### config.mk
export PLATFORM = sky130hd
export DESIGN_NAME = padded_frame_tx
export DESIGN_NICKNAME = d
export VERILOG_FILES = /design/src/rtl/pft_pkg.sv /design/src/rtl/pft_reserve_gate.sv /design/src/rtl/pft_comp_timer.sv /design/src/rtl/pft_frame_pos.sv /design/src/rtl/padded_frame_tx.sv
export SDC_FILE = /design/constraint.sdc
export NUM_CORES = 1
export LEC_CHECK = 0
export ABC_AREA = 1
export CAP_MARGIN = 15
export CORE_MARGIN = 2
export CORE_UTILIZATION = 43
export DETAILED_ROUTE_END_ITERATION = 10
export GPL_TIMING_DRIVEN = 0
export PLACE_DENSITY = 0.79
export RECOVER_POWER = 25
export SETUP_SLACK_MARGIN = 0.5
export SYNTH_ARGS = -nofsm -noshare
export SYNTH_HDL_FRONTEND = slang
export SYNTH_SLANG_ARGS = --single-unit
### constraint.sdc
create_clock -name clk -period 1.65 [get_ports clk]
set_clock_uncertainty 0.1 [all_clocks]
set_input_delay 0.165 -clock clk [delete_from_list [all_inputs] [get_ports clk]]
set_output_delay 0.165 -clock clk [all_outputs]
set_load 0.05 [all_outputs]
### src/rtl/pft_pkg.sv
`timescale 1ns/1ps
package pft_pkg;

  typedef enum logic [1:0] {
    PH_FILL = 2'd0,
    PH_RUN  = 2'd1,
    PH_COMP = 2'd2
  } pft_phase_e;

  // True once the FIFO holds enough words to start streaming.
  function automatic logic reserve_met(input int unsigned level, input int unsigned need);
    return level >= need;
  endfunction

  // Frame position that follows pos for a frame of flen words.
  function automatic int unsigned pos_after(input int unsigned pos, input int unsigned flen);
    return (pos + 1 >= flen) ? 0 : pos + 1;
  endfunction

  // Width of a counter that must hold the values 0..n-1.
  function automatic int unsigned cnt_width(input int unsigned n);
    return (n > 1) ? $clog2(n) : 1;
  endfunction

endpackage

### src/rtl/pft_reserve_gate.sv
`timescale 1ns/1ps
module pft_reserve_gate #(
  parameter int unsigned LEVEL_W = 8,
  parameter int unsigned NEED    = 11
) (
  input  logic               clk,
  input  logic               rst,
  input  logic [LEVEL_W-1:0] fifo_level,
  output logic               armed
);
  import pft_pkg::*;

  logic armed_q;

  always_ff @(posedge clk) begin
    if (rst) armed_q <= 1'b0;
    else     armed_q <= armed_q | reserve_met(32'(fifo_level), NEED);
  end

  assign armed = armed_q;
endmodule

### src/rtl/pft_comp_timer.sv
`timescale 1ns/1ps
module pft_comp_timer #(
  parameter int unsigned COMP_LEN = 6
) (
  input  logic clk,
  input  logic rst,
  input  logic comp_req,
  input  logic grant,
  output logic pend,
  output logic busy
);
  import pft_pkg::*;

  localparam int unsigned CW = cnt_width(COMP_LEN);
  localparam logic [CW-1:0] LAST = CW'(COMP_LEN - 1);

  logic          pend_q, busy_q;
  logic [CW-1:0] cnt_q;

  always_ff @(posedge clk) begin
    if (rst) begin
      pend_q <= 1'b0;
      busy_q <= 1'b0;
      cnt_q  <= '0;
    end else begin
      // A new request is merged into one being granted or served.
      if (grant)       pend_q <= 1'b0;
      else if (!busy_q) pend_q <= pend_q | comp_req;

      if (grant) begin
        busy_q <= 1'b1;
        cnt_q  <= '0;
      end else if (busy_q) begin
        if (cnt_q == LAST) busy_q <= 1'b0;
        cnt_q <= cnt_q + 1'b1;
      end
    end
  end

  assign pend = pend_q;
  assign busy = busy_q;
endmodule

### src/rtl/pft_frame_pos.sv
`timescale 1ns/1ps
module pft_frame_pos #(
  parameter int unsigned FRAME_LEN = 64
) (
  input  logic clk,
  input  logic rst,
  input  logic adv,
  output logic first,
  output logic last
);
  import pft_pkg::*;

  localparam int unsigned PW = cnt_width(FRAME_LEN);
  localparam bit POW2 = (FRAME_LEN > 1) && ((FRAME_LEN & (FRAME_LEN - 1)) == 0);

  logic [PW-1:0] pos_q;
  logic [PW-1:0] pos_n;

  generate
    if (POW2) begin : g_wrap_free
      // Power-of-two length: the counter wraps by itself.
      assign pos_n = pos_q + 1'b1;
    end else begin : g_wrap_cmp
      assign pos_n = PW'(pos_after(32'(pos_q), FRAME_LEN));
    end
  endgenerate

  always_ff @(posedge clk) begin
    if (rst)      pos_q <= '0;
    else if (adv) pos_q <= pos_n;
  end

  assign first = (pos_q == '0);
  assign last  = (pos_q == PW'(FRAME_LEN - 1));
endmodule

### src/rtl/padded_frame_tx.sv
`timescale 1ns/1ps
module padded_frame_tx #(
  parameter int unsigned DATA_W        = 16,
  parameter int unsigned LEVEL_W       = 8,
  parameter int unsigned FRAME_LEN     = 64,
  parameter int unsigned START_RESERVE = 11,
  parameter int unsigned COMP_LEN      = 6
) (
  input  logic               clk,
  input  logic               rst,
  input  logic [DATA_W-1:0]  fifo_rdata,
  input  logic               fifo_empty,
  input  logic [LEVEL_W-1:0] fifo_level,
  output logic               fifo_rd,
  input  logic               comp_req,
  output logic [DATA_W-1:0]  lnk_data,
  output logic               lnk_sof,
  output logic               lnk_eof,
  output logic               lnk_src_rdy,
  input  logic               lnk_dst_rdy,
  output logic               lnk_comp_busy
);
  import pft_pkg::*;

  // Named internal events, also seen by the bound checker.
  logic       armed;
  logic       pend;
  logic       busy;
  logic       xfer_w;
  logic       slot_free_w;
  logic       grant_w;
  logic       load_w;
  logic       first_w, last_w;
  pft_phase_e phase;

  // Output register stage.
  logic [DATA_W-1:0] odata_q;
  logic              ovalid_q, osof_q, oeof_q;

  pft_reserve_gate #(.LEVEL_W(LEVEL_W), .NEED(START_RESERVE)) u_gate (
    .clk(clk), .rst(rst), .fifo_level(fifo_level), .armed(armed)
  );

  pft_comp_timer #(.COMP_LEN(COMP_LEN)) u_comp (
    .clk(clk), .rst(rst), .comp_req(comp_req), .grant(grant_w),
    .pend(pend), .busy(busy)
  );

  pft_frame_pos #(.FRAME_LEN(FRAME_LEN)) u_pos (
    .clk(clk), .rst(rst), .adv(load_w), .first(first_w), .last(last_w)
  );

  always_comb begin
    if (!armed)    phase = PH_FILL;
    else if (busy) phase = PH_COMP;
    else           phase = PH_RUN;
  end

  assign xfer_w      = ovalid_q & lnk_dst_rdy;
  assign slot_free_w = ~ovalid_q | xfer_w;
  assign grant_w     = (phase == PH_RUN) & slot_free_w & pend;
  assign load_w      = (phase == PH_RUN) & slot_free_w & ~pend & ~fifo_empty & ~rst;

  always_ff @(posedge clk) begin
    if (rst) begin
      ovalid_q <= 1'b0;
      osof_q   <= 1'b0;
      oeof_q   <= 1'b0;
      odata_q  <= '0;
    end else if (slot_free_w) begin
      ovalid_q <= load_w;
      osof_q   <= load_w & first_w;
      oeof_q   <= load_w & last_w;
      if (load_w) odata_q <= fifo_rdata;
    end
  end

  assign fifo_rd       = load_w;
  assign lnk_data      = odata_q;
  assign lnk_sof       = osof_q;
  assign lnk_eof       = oeof_q;
  assign lnk_src_rdy   = ovalid_q;
  assign lnk_comp_busy = busy;
endmodule

==> summary.txt, run 1 <==
CTS
  • CTS tree: done
  • Cts bufs inserted: 5
  • Worst-Skew Late Latency: 0.35 ns
  • Htree depth: 2
  • Clock Path Buffers: 2
  • Clock Pin Slew Worst Setup and Hold Paths: 0.11 ns
  • CTS sink cnt: 31
  • Clock root buffer: clkbuf_4

Layout
  • Final nets: 276
  • Commonest non-fill, non-tap cell in the layout: nor2_1
  • Commonest cells after routing, fill and taps aside: nor2_1 (43), clkdlybuf4s50_1 (27), nand2_1 (24)
  • Area grow syn2layout: 63.3%
  • Number of filler instances in the final layout: 243
  • # diodes: 0
  • Ratio of cells with drive above 1 in the final layout: 32.0%

Pwr
  • Switching power: between 400 and 500 uW
  • Pwr Total: approximately 1700 uW
  • Clock share of power: 29.2%
  • Max IR drop VDD: 0.669 mV
  • Sw Ratio: 29.7%
  • Leak pwr: approximately 0.00093 uW
  • Pwr Density: 773 nW/um^2
  • Int Power: 1160 uW
  • Sequential Power Share: around half
  • Comb power frac: between 20% and 30%

Critical path
  • Worst-path cell chain: nor2_4 -> nand2_4 -> nor2_4 -> buf_12 -> buf_12
  • Launch point of the worst path: u_comp.busy
  • Critical Path End Type: output pin
  • Reg-to-Reg Start: u_comp.busy
  • Largest fanout on the critical path: 2
  • Crit path max-delay cell type: dfxtp_1
  • WP buf/inv: 2
  • Family with the most delay on the worst path: flip-flops
  • Worst EP required: 1.38 ns
  • Crit path DAT: 1.30 ns
  • Largest stage delay on the critical path: 0.36 ns
  • Crit Path Category: reg -> out
  • CP Launch Type: flop

STA
  • Worst slew margin relative to its limit: ~60%
  • Final setup fails: 0
  • Slew Viols, Final: 0
  • Final WS setup: between 0.08 and 0.09 ns
  • WHS: 0.138 ns
  • RSZ-0062 raised after global routing: yes
  • Fmax: 0.639 GHz
  • Tcrit/Tclk final: 94.8%
  • Final Hold Fails: 0
  • Setup TNS: 0 ns
  • Worst-margin pin slew: 0.609 ns
  • Final min period: about 1.6 ns

Synthesis
  • Synth cell types: 24
  • Synth Flop Type: dfxtp_1
  • Syn Std Cell Area: 1310 um^2
  • Asr flop ratio synth: 0%
  • Yosys reg bits: 31
  • Syn. warnings: 0
  • Avg Inst Size Synth: 7.54 um^2
  • Syn Nets: 207
  • Seq/Total Area, Yosys: 47.3%
  • EDFF count, synth: 0
  • Synth Instances: 174

Die
  • Chip Width: 59.2 um
  • CORE AREA: approximately 3000 um^2
  • Die height: between 50 and 60 um
  • Std cell rows: 20
  • Initial core utilization: 44.0%
  • Area of the die: ~3500 um^2
  • # IOs: 50

Detailed routing
  • M1 wire length: 1.45 mm
  • Via density: 4.85
  • Post-route ant nets: 0
  • DRC: 0
  • Detailed Route Iter0 Violations: 26
  • Drt pass-1 iters: 4
  • WL met3: 315 um
  • Routed len/inst: 12.3 um
  • WL met2: about 1.6 mm
  • DR vias: 1343
  • Top routing layer used: met4
  • WL final: 3.41 mm

Worst hold path
  • Hold WC Path Type: in -> reg
  • HP Start: rst

Placement
  • DP Wirelength: roughly 2 mm
  • Pre-CTS setup slack: -0.676 ns
  • GPL Wtd Cong: 0.865
  • IO buf count: 48

Global routing
  • First-pass GRT wire length: approximately 5.7 mm
  • GR Overflow Total: 0
  • Vias in the first global route: 1299
  • Initial antenna violation count: 0
  • Total GRT Usage: a little over a fifth
  • Largest net degree at the start of global routing: 11

Run status
  • Run status: finished, final reports clean

Job
  • Max_cap viols: 0
## sequential cells by signal, indices dropped and copies added (netlist names)
name / count
u_comp.pend: 1
u_gate.armed: 1
u_comp.busy: 1
lnk_sof: 1
u_pos.pos_q: 6
lnk_src_rdy: 1
u_comp.cnt_q: 3
lnk_eof: 1
lnk_data: 16
## cell usage after synthesis, types with 2 or more instances
cell type | instances | area share, %
nand2_1 | 27 | 7.7
clkbuf_1 | 2 | 0.57
nand4_1 | 2 | 0.95
inv_1 | 12 | 3.4
o21ai_0 | 14 | 5.3
a21oi_2 | 2 | 1.3
buf_6 | 3 | 2.6
o21ai_1 | 5 | 1.9
dfxtp_1 | 31 | 47
nand2_2 | 3 | 1.4
nand3_1 | 4 | 1.5
ha_1 | 4 | 3.8
or2_2 | 3 | 1.4
nor2_1 | 44 | 13
a21oi_1 | 8 | 3.1
nor3_1 | 2 | 0.76
## cell families (layout without fill, tap and decap cells)
logic type	count (synthesis)	count (layout)	share of synthesized area (%)
AO/OA/AOI/OAI	30	30	12.1
adder cells (fa/ha/maj)	4	4	3.82
AND/OR/NAND/NOR	87	87	27.8
buffers and inverters	20	90	7.63
XOR/XNOR	2	2	1.34
flip-flops	31	31	47.3
## repair_timing
| item | in CTS | in global routing |
|---|---|---|
| cloned | 2 | 0 |
| setup endpoints to repair | 48 | 49 |
| endpoints found under the hold margin | 7 | 0 |
| gates resized for setup | 168 | 32 |
| hold buffers | 1 | 0 |
| pin swaps | 8 | 0 |
| buffers inserted | 10 | 1 |
## worst register-to-register path: stages (launching register included)
cell and delay [ns]:
dfxtp_1 0.36, nor2_4 0.14, nand2_4 0.06, nor2_4 0.14, buf_4 0.14, buf_8 0.13, bufbuf_16 0.26, o21ai_1 0.05
nor2_1 0.11
## power by group through the flow
| stage | registers [uW] | clock network, uW | logic [uW] |
|---|---|---|---|
| final | 810 | 483 | 361 |
| after global routing | 815 | 523 | 387 |
| after CTS | 805 | 489 | 366 |
| after detailed placement | 818 | 0 | 306 |
| after global placement | 818 | 0 | 305 |
| after floorplan | 897 | 0 | 95.9 |
## layout make-up
class / count / area [um^2] / share of cell area [%]
Sequential cell: 31 / 651 / 30.4
Timing Repair Buffer: 62 / 642 / 30.0
Multi-Input combinational cell: 123 / 638 / 29.8
Buffer: 7 / 60.1 / 2.81
Clock buffer: 7 / 55.1 / 2.57
Inverter: 13 / 48.8 / 2.28
Tap cell: 33 / 41.3 / 1.93
Clock inverter: 1 / 5.00 / 0.234
## layer usage
metal  GRT usage [%]  vias to the layer above
met3            10.0                        9
met1            26.0                      590
met5               0                        -
met2            33.4                       52
li1                -                      692
met4            9.74                        0
## worst paths after layout
check	end	slack, ns	cells past startpoint
setup reg to reg	lnk_data[11]	0.09	8
hold reg to reg	lnk_sof	0.37	2
setup / recovery	fifo_rd	0.09	5
hold / removal	u_comp.cnt_q[1]	0.14	4
## per-stage QoR
step                cells  utilization [%]  area (um^2)
floorplan             174                -         1340
global placement      255             62.6         1870
detailed placement    255             62.6         1870
CTS                   276             72.2         2150
global route          277             71.9         2140
finish                277             71.9         2140
Note: power is estimated with default switching activity, not from simulation.
==> run 2: changes to the inputs <==
--- a/config.mk
+++ b/config.mk
@@ -10,7 +10,6 @@
 export CORE_MARGIN = 2
 export CORE_UTILIZATION = 43
 export DETAILED_ROUTE_END_ITERATION = 10
-export GPL_TIMING_DRIVEN = 0
 export PLACE_DENSITY = 0.79
 export RECOVER_POWER = 25
 export SETUP_SLACK_MARGIN = 0.5
==> constraint.sdc (replaced) <==
create_clock -name clk -period 1.6 [get_ports clk]
set_clock_uncertainty 0.1 [all_clocks]
set_input_delay 0.16 -clock clk [delete_from_list [all_inputs] [get_ports clk]]
set_output_delay 0.16 -clock clk [all_outputs]
set_load 0.05 [all_outputs]
==> run 2 against run 1 <==
Power grew 2.2%. Non-clock buffer count shrank 4. Final area grew 1.6%. Combinational power grew 8.9%. Register-to-register slack is essentially flat. Highest routed layer unchanged.
==> summary.txt, run 2 (synthesized netlist as in run 1, its figures left out) <==
STA
  • Slew Viols, Final: 0
  • Setup TNS: 0 ns
  • Final min period: 1.53 ns
  • Final setup fails: 0
  • Final Hold Fails: 0
  • Final WS setup: between 0.07 and 0.08 ns
  • RSZ-0062 raised after global routing: yes
  • Worst slew margin relative to its limit: between 60% and 70%
  • Tcrit/Tclk final: between 90% and 100%
  • WHS: 0.293 ns
  • Worst-margin pin slew: between 0.5 and 0.6 ns
  • Fmax: between 0.6 and 0.7 GHz

Layout
  • Max reg flops: 16
  • Ratio of cells with drive above 1 in the final layout: 32.6%
  • Sequential cell area: roughly 650 um^2
  • Fin util: 73.0%
  • Area grow syn2layout: 65.8%
  • Commonest cells after routing, fill and taps aside: nor2_1 (43), clkdlybuf4s50_1 (27), nand2_1 (23)
  • Commonest non-fill, non-tap cell in the layout: nor2_1
  • # diodes: 0
  • Final nets: roughly 270
  • Multi-input gate area: 666 um^2
  • Number of filler instances in the final layout: 243

Detailed routing
  • Detailed Route Iter0 Violations: 43
  • DR vias: about 1300
  • Drt pass-1 iters: 4
  • WL final: around 3.5 mm
  • Post-route ant nets: 0
  • DRC: 0
  • Routed len/inst: 12.8 um
  • Via density: 4.87

Critical path
  • Reg2reg path depth: 8
  • Largest fanout on the critical path: 20
  • Crit Path Category: reg -> reg
  • Critical Path End Type: flop
  • End of the critical path: lnk_data[0]
  • Launch point of the worst path: u_comp.busy
  • CP Launch Type: flop
  • Crit path DAT: 1.65 ns
  • R2R Setup Slk: 0.07 ns
  • FF-to-FF End: lnk_data[0]
  • Worst EP required: about 1.7 ns
  • Reg-to-Reg Start: u_comp.busy

Global routing
  • Total GRT Usage: a little over 20%
  • Initial antenna violation count: 0
  • First-pass GRT wire length: 5.31 mm
  • Vias in the first global route: 1253
  • Largest net degree at the start of global routing: 21
  • GR Overflow Total: 0

Placement
  • Pre-CTS setup slack: 0.0556 ns
  • DP Wirelength: 2.05 mm
  • IO buf count: 49
  • GPL Wtd Cong: 0.780

CTS
  • Clock root buffer: clkbuf_4
  • Clock Path Buffers: 2
  • Htree depth: 2
  • Cts bufs inserted: 5
  • CTS sink cnt: 31
  • CTS Hold Bufs: 0
  • Worst-Skew Late Latency: 0.33 ns
  • Clock Pin Slew Worst Setup and Hold Paths: 0.09 ns
  • CTS tree: done

Pwr
  • Pwr Density: between 700 and 800 nW/um^2
  • Leak pwr: 0.000951 uW
  • Max IR drop VDD: 0.477 mV
  • Pwr Total: 1690 uW

Die
  • Chip Width: 59.2 um
  • CORE AREA: 2980 um^2
  • # IOs: 50
  • Std cell rows: 20
  • Initial core utilization: 44.0%
  • Die height: 59.2 um
  • Area of the die: 3510 um^2

Job
  • Max_cap viols: 0

Run status
  • Run status: finished, final reports clean

Worst hold path
  • Hold WC Path Type: in -> reg
run 2: timing repair:
action / in CTS / in global routing
cloned: 1 / 0
gates resized for setup: 52 / 22
setup buffers: 6 / 4
setup endpoints to repair: 48 / 51
pin swaps: 3 / 2
run 2: stage by stage:
stage / instance area, um^2 / std cells
after floorplan: 1350 / 174
after global placement: 1840 / 254
after detailed placement: 1840 / 254
after CTS: 2110 / 268
after global routing: 2170 / 272
final: 2170 / 272
run 2: worst min-delay path by stage:
stage | slack (ns) | from | endpoint | cells after the start
2_1_floorplan | 0.18 | fifo_rdata[11] | lnk_data[11] | 2
3_3_place_gp | 0.36 | lnk_sof | lnk_sof | 2
3_5_place_dp | 0.36 | lnk_sof | lnk_sof | 2
4_1_cts | 0.28 | fifo_rdata[13] | lnk_data[13] | 3
5_1_grt | 0.27 | fifo_rdata[1] | lnk_data[1] | 3
6_report | 0.29 | fifo_rdata[13] | lnk_data[13] | 3
run 2: cell type report:
cell class	instances	share of cell area (%)
clock buffer	6	2.36
tap	33	1.90
timing repair buffer	65	32.9
clock inverter	1	0.230
inverter	13	2.24
multi-input combinational	123	30.6
sequential	31	29.8
run 2: where the power goes:
part           internal [uW]  leakage (uW)  switching [uW]
sequential               807      0.000260            30.9
combinational            193      0.000656             200
clock                    203     0.0000341             256
run 2: layer usage:
layer,part of all wire [%],vias to the layer above,global-route usage (%),wire (um)
met3,6.0,4,9.17,209
met5,0,-,0,0
met2,50,36,33.6,1740
met1,43,601,22.9,1500
li1,-,683,-,-
met4,0.83,0,8.44,29
run 2: critical path, cell delays in order, from the launching register on:
cell	delay, ns
dfxtp_4	0.37
nor2_4	0.14
buf_4	0.12
buf_4	0.09
buf_6	0.09
nand4_1	0.13
buf_12	0.20
nor2_1	0.11
nor2_1	0.06
==> run 3: changes to the inputs <==
--- a/config.mk
+++ b/config.mk
@@ -10,6 +10,7 @@
 export CORE_MARGIN = 2
 export CORE_UTILIZATION = 43
 export DETAILED_ROUTE_END_ITERATION = 10
+export MAX_ROUTING_LAYER = met4
 export PLACE_DENSITY = 0.79
 export RECOVER_POWER = 25
 export SETUP_SLACK_MARGIN = 0.5
==> run 3 against run 2 <==
Fmax up 0.10%. Global-route usage up 0.65 points. Highest routed layer unchanged. Count of clock-buffer cells in the layout unchanged. Register-to-register slack about the same. Critical path depth unchanged. Routed wire length down 0.32%. Combinational power about the same. First-iteration DRC count down 7.0%. Critical endpoint unchanged. Worst hold slack worse by 0.0012 ns. Sequential power about the same. Die area unchanged.
==> summary.txt, run 3 (synthesized netlist as in run 1, its figures left out) <==
CTS
  • Clock root buffer: clkbuf_4
  • CTS sink cnt: 31
  • Clock Pin Slew Worst Setup and Hold Paths: roughly 0.090 ns
  • CTS Hold Bufs: 0
  • Htree depth: 2
  • Cts bufs inserted: 5
  • Worst-Skew Late Latency: 0.33 ns
  • Clock Path Buffers: 2
  • CTS tree: done

Die
  • Initial core utilization: between 40% and 50%
  • Chip Width: about 60 um
  • # IOs: 50
  • Die height: 59.2 um
  • Std cell rows: 20
  • CORE AREA: a little under 3000 um^2
  • Area of the die: 3510 um^2

STA
  • Fmax: 0.656 GHz
  • Final min period: roughly 1.5 ns
  • Tcrit/Tclk final: a little over nine tenths
  • Final Hold Fails: 0
  • RSZ-0062 raised after global routing: yes
  • Slew Viols, Final: 0
  • Worst-margin pin slew: 0.592 ns
  • Final setup fails: 0
  • Worst slew margin relative to its limit: roughly three fifths

Worst hold path
  • Hold Path End: lnk_data[13]
  • Hold WC Path Type: in -> reg
  • Hold path depth: 3
  • HP Start: fifo_rdata[13]

Critical path
  • Reg-to-Reg Start: u_comp.busy
  • Crit path depth: 8
  • CP Launch Type: flop
  • FF-to-FF End: lnk_data[0]
  • Crit Path Category: reg -> reg
  • Crit path DAT: approximately 1.7 ns
  • Reg2reg path depth: 8
  • R2R Setup Slk: 0.08 ns
  • Crit path max-delay cell type: dfxtp_4
  • Launch point of the worst path: u_comp.busy
  • Worst-path cell chain: nor2_4 -> buf_4 -> buf_4 -> buf_6 -> nand4_1 -> buf_12 -> nor2_1 -> nor2_1
  • Family with the most delay on the worst path: buffers and inverters
  • WP buf/inv: 4
  • Largest stage delay on the critical path: approximately 0.37 ns
  • Critical Path End Type: flop
  • Worst EP required: ~1.7 ns
  • Largest fanout on the critical path: 20

Pwr
  • Pwr Total: 1690 uW
  • Pwr Density: about 780 nW/um^2
  • Leak pwr: 0.000951 uW
  • Max IR drop VDD: 0.474 mV

Global routing
  • Largest net degree at the start of global routing: 21
  • Vias in the first global route: 1251
  • Initial antenna violation count: 0
  • Total GRT Usage: 21.1%
  • First-pass GRT wire length: 5.33 mm
  • GR Overflow Total: 0

Layout
  • Commonest non-fill, non-tap cell in the layout: nor2_1
  • Commonest cells after routing, fill and taps aside: nor2_1 (43), clkdlybuf4s50_1 (27), nand2_1 (23)
  • # diodes: 0
  • Final nets: 272
  • Max reg flops: 16
  • Fin util: 73.0%
  • Ratio of cells with drive above 1 in the final layout: 32.6%
  • Area grow syn2layout: 65.8%

Job
  • Max_cap viols: 0

Detailed routing
  • DRC: 0
  • Routed len/inst: between 10 and 15 um
  • DR vias: 1335
  • Post-route ant nets: 0
  • Via density: 4.91
  • Detailed Route Iter0 Violations: 40
  • WL final: 3.47 mm
  • Drt pass-1 iters: 4

Placement
  • IO buf count: 49
  • DP Wirelength: 2.05 mm
  • GPL Wtd Cong: 0.790

Run status
  • Run status: finished, final reports clean
run 3: cell counts in the layout (fill, tap and decap cells not counted):
No cell type changed its count.
run 3: timing repair:
item | 4_1_cts | 5_1_grt
resized for setup | 52 | 22
hold endpoints to repair | 0 | 0
buffers inserted | 6 | 4
cloned | 1 | 0
pin swaps | 3 | 2
setup endpoints to repair | 48 | 51
run 3: stage by stage:
stage | setup slack, ns | cell area, um^2 | setup TNS [ns] | instances | hold slack [ns]
after floorplan | 0.294 | 1350 | 0 | 174 | 0.181
after global placement | 0.0704 | 1840 | 0 | 254 | 0.357
after detailed placement | 0.0556 | 1840 | 0 | 254 | 0.359
after CTS | 0.103 | 2110 | 0 | 268 | 0.284
after global routing | -0.00395 | 2170 | -0.00986 | 272 | 0.269
final | 0.0754 | 2170 | 0 | 272 | 0.291
run 3: worst max path at each step:
stage | endpoint | slack (ns)
5_1_grt | lnk_data[6] | -0.004
2_1_floorplan | u_pos.pos_q[2] | 0.29
3_3_place_gp | fifo_rd | 0.07
6_report | lnk_data[0] | 0.08
3_5_place_dp | fifo_rd | 0.06
4_1_cts | fifo_rd | 0.10
run 3: layout make-up:
cell class	instances	area [um^2]
Clock buffer	6	51.3
Timing Repair Buffer	65	714
Tap cell	33	41.3
Clock inverter	1	5.00
Multi-Input combinational cell	123	666
Fill cell	243	803
Inverter	13	48.8
Sequential cell	31	648
run 3: metal layers:
layer	vias to the layer above	track usage, %	wire length (um)
met3	4	9.17	243
met4	0	8.44	30
met1	604	23.0	1450
li1	682	-	-
met5	-	-	0
met2	45	33.6	1750
run 3: report_power, final:
group	leakage, uW	switching (uW)	total, uW	internal [uW]
combinational	0.000656	200	393	193
sequential	0.000260	31.0	838	807
clock	0.0000341	257	460	203
run 3: worst min-delay path: cells and delay by family:
kind	cells	cell delay (ns)
buf+inv	1	0.39
simple gates	2	0.14
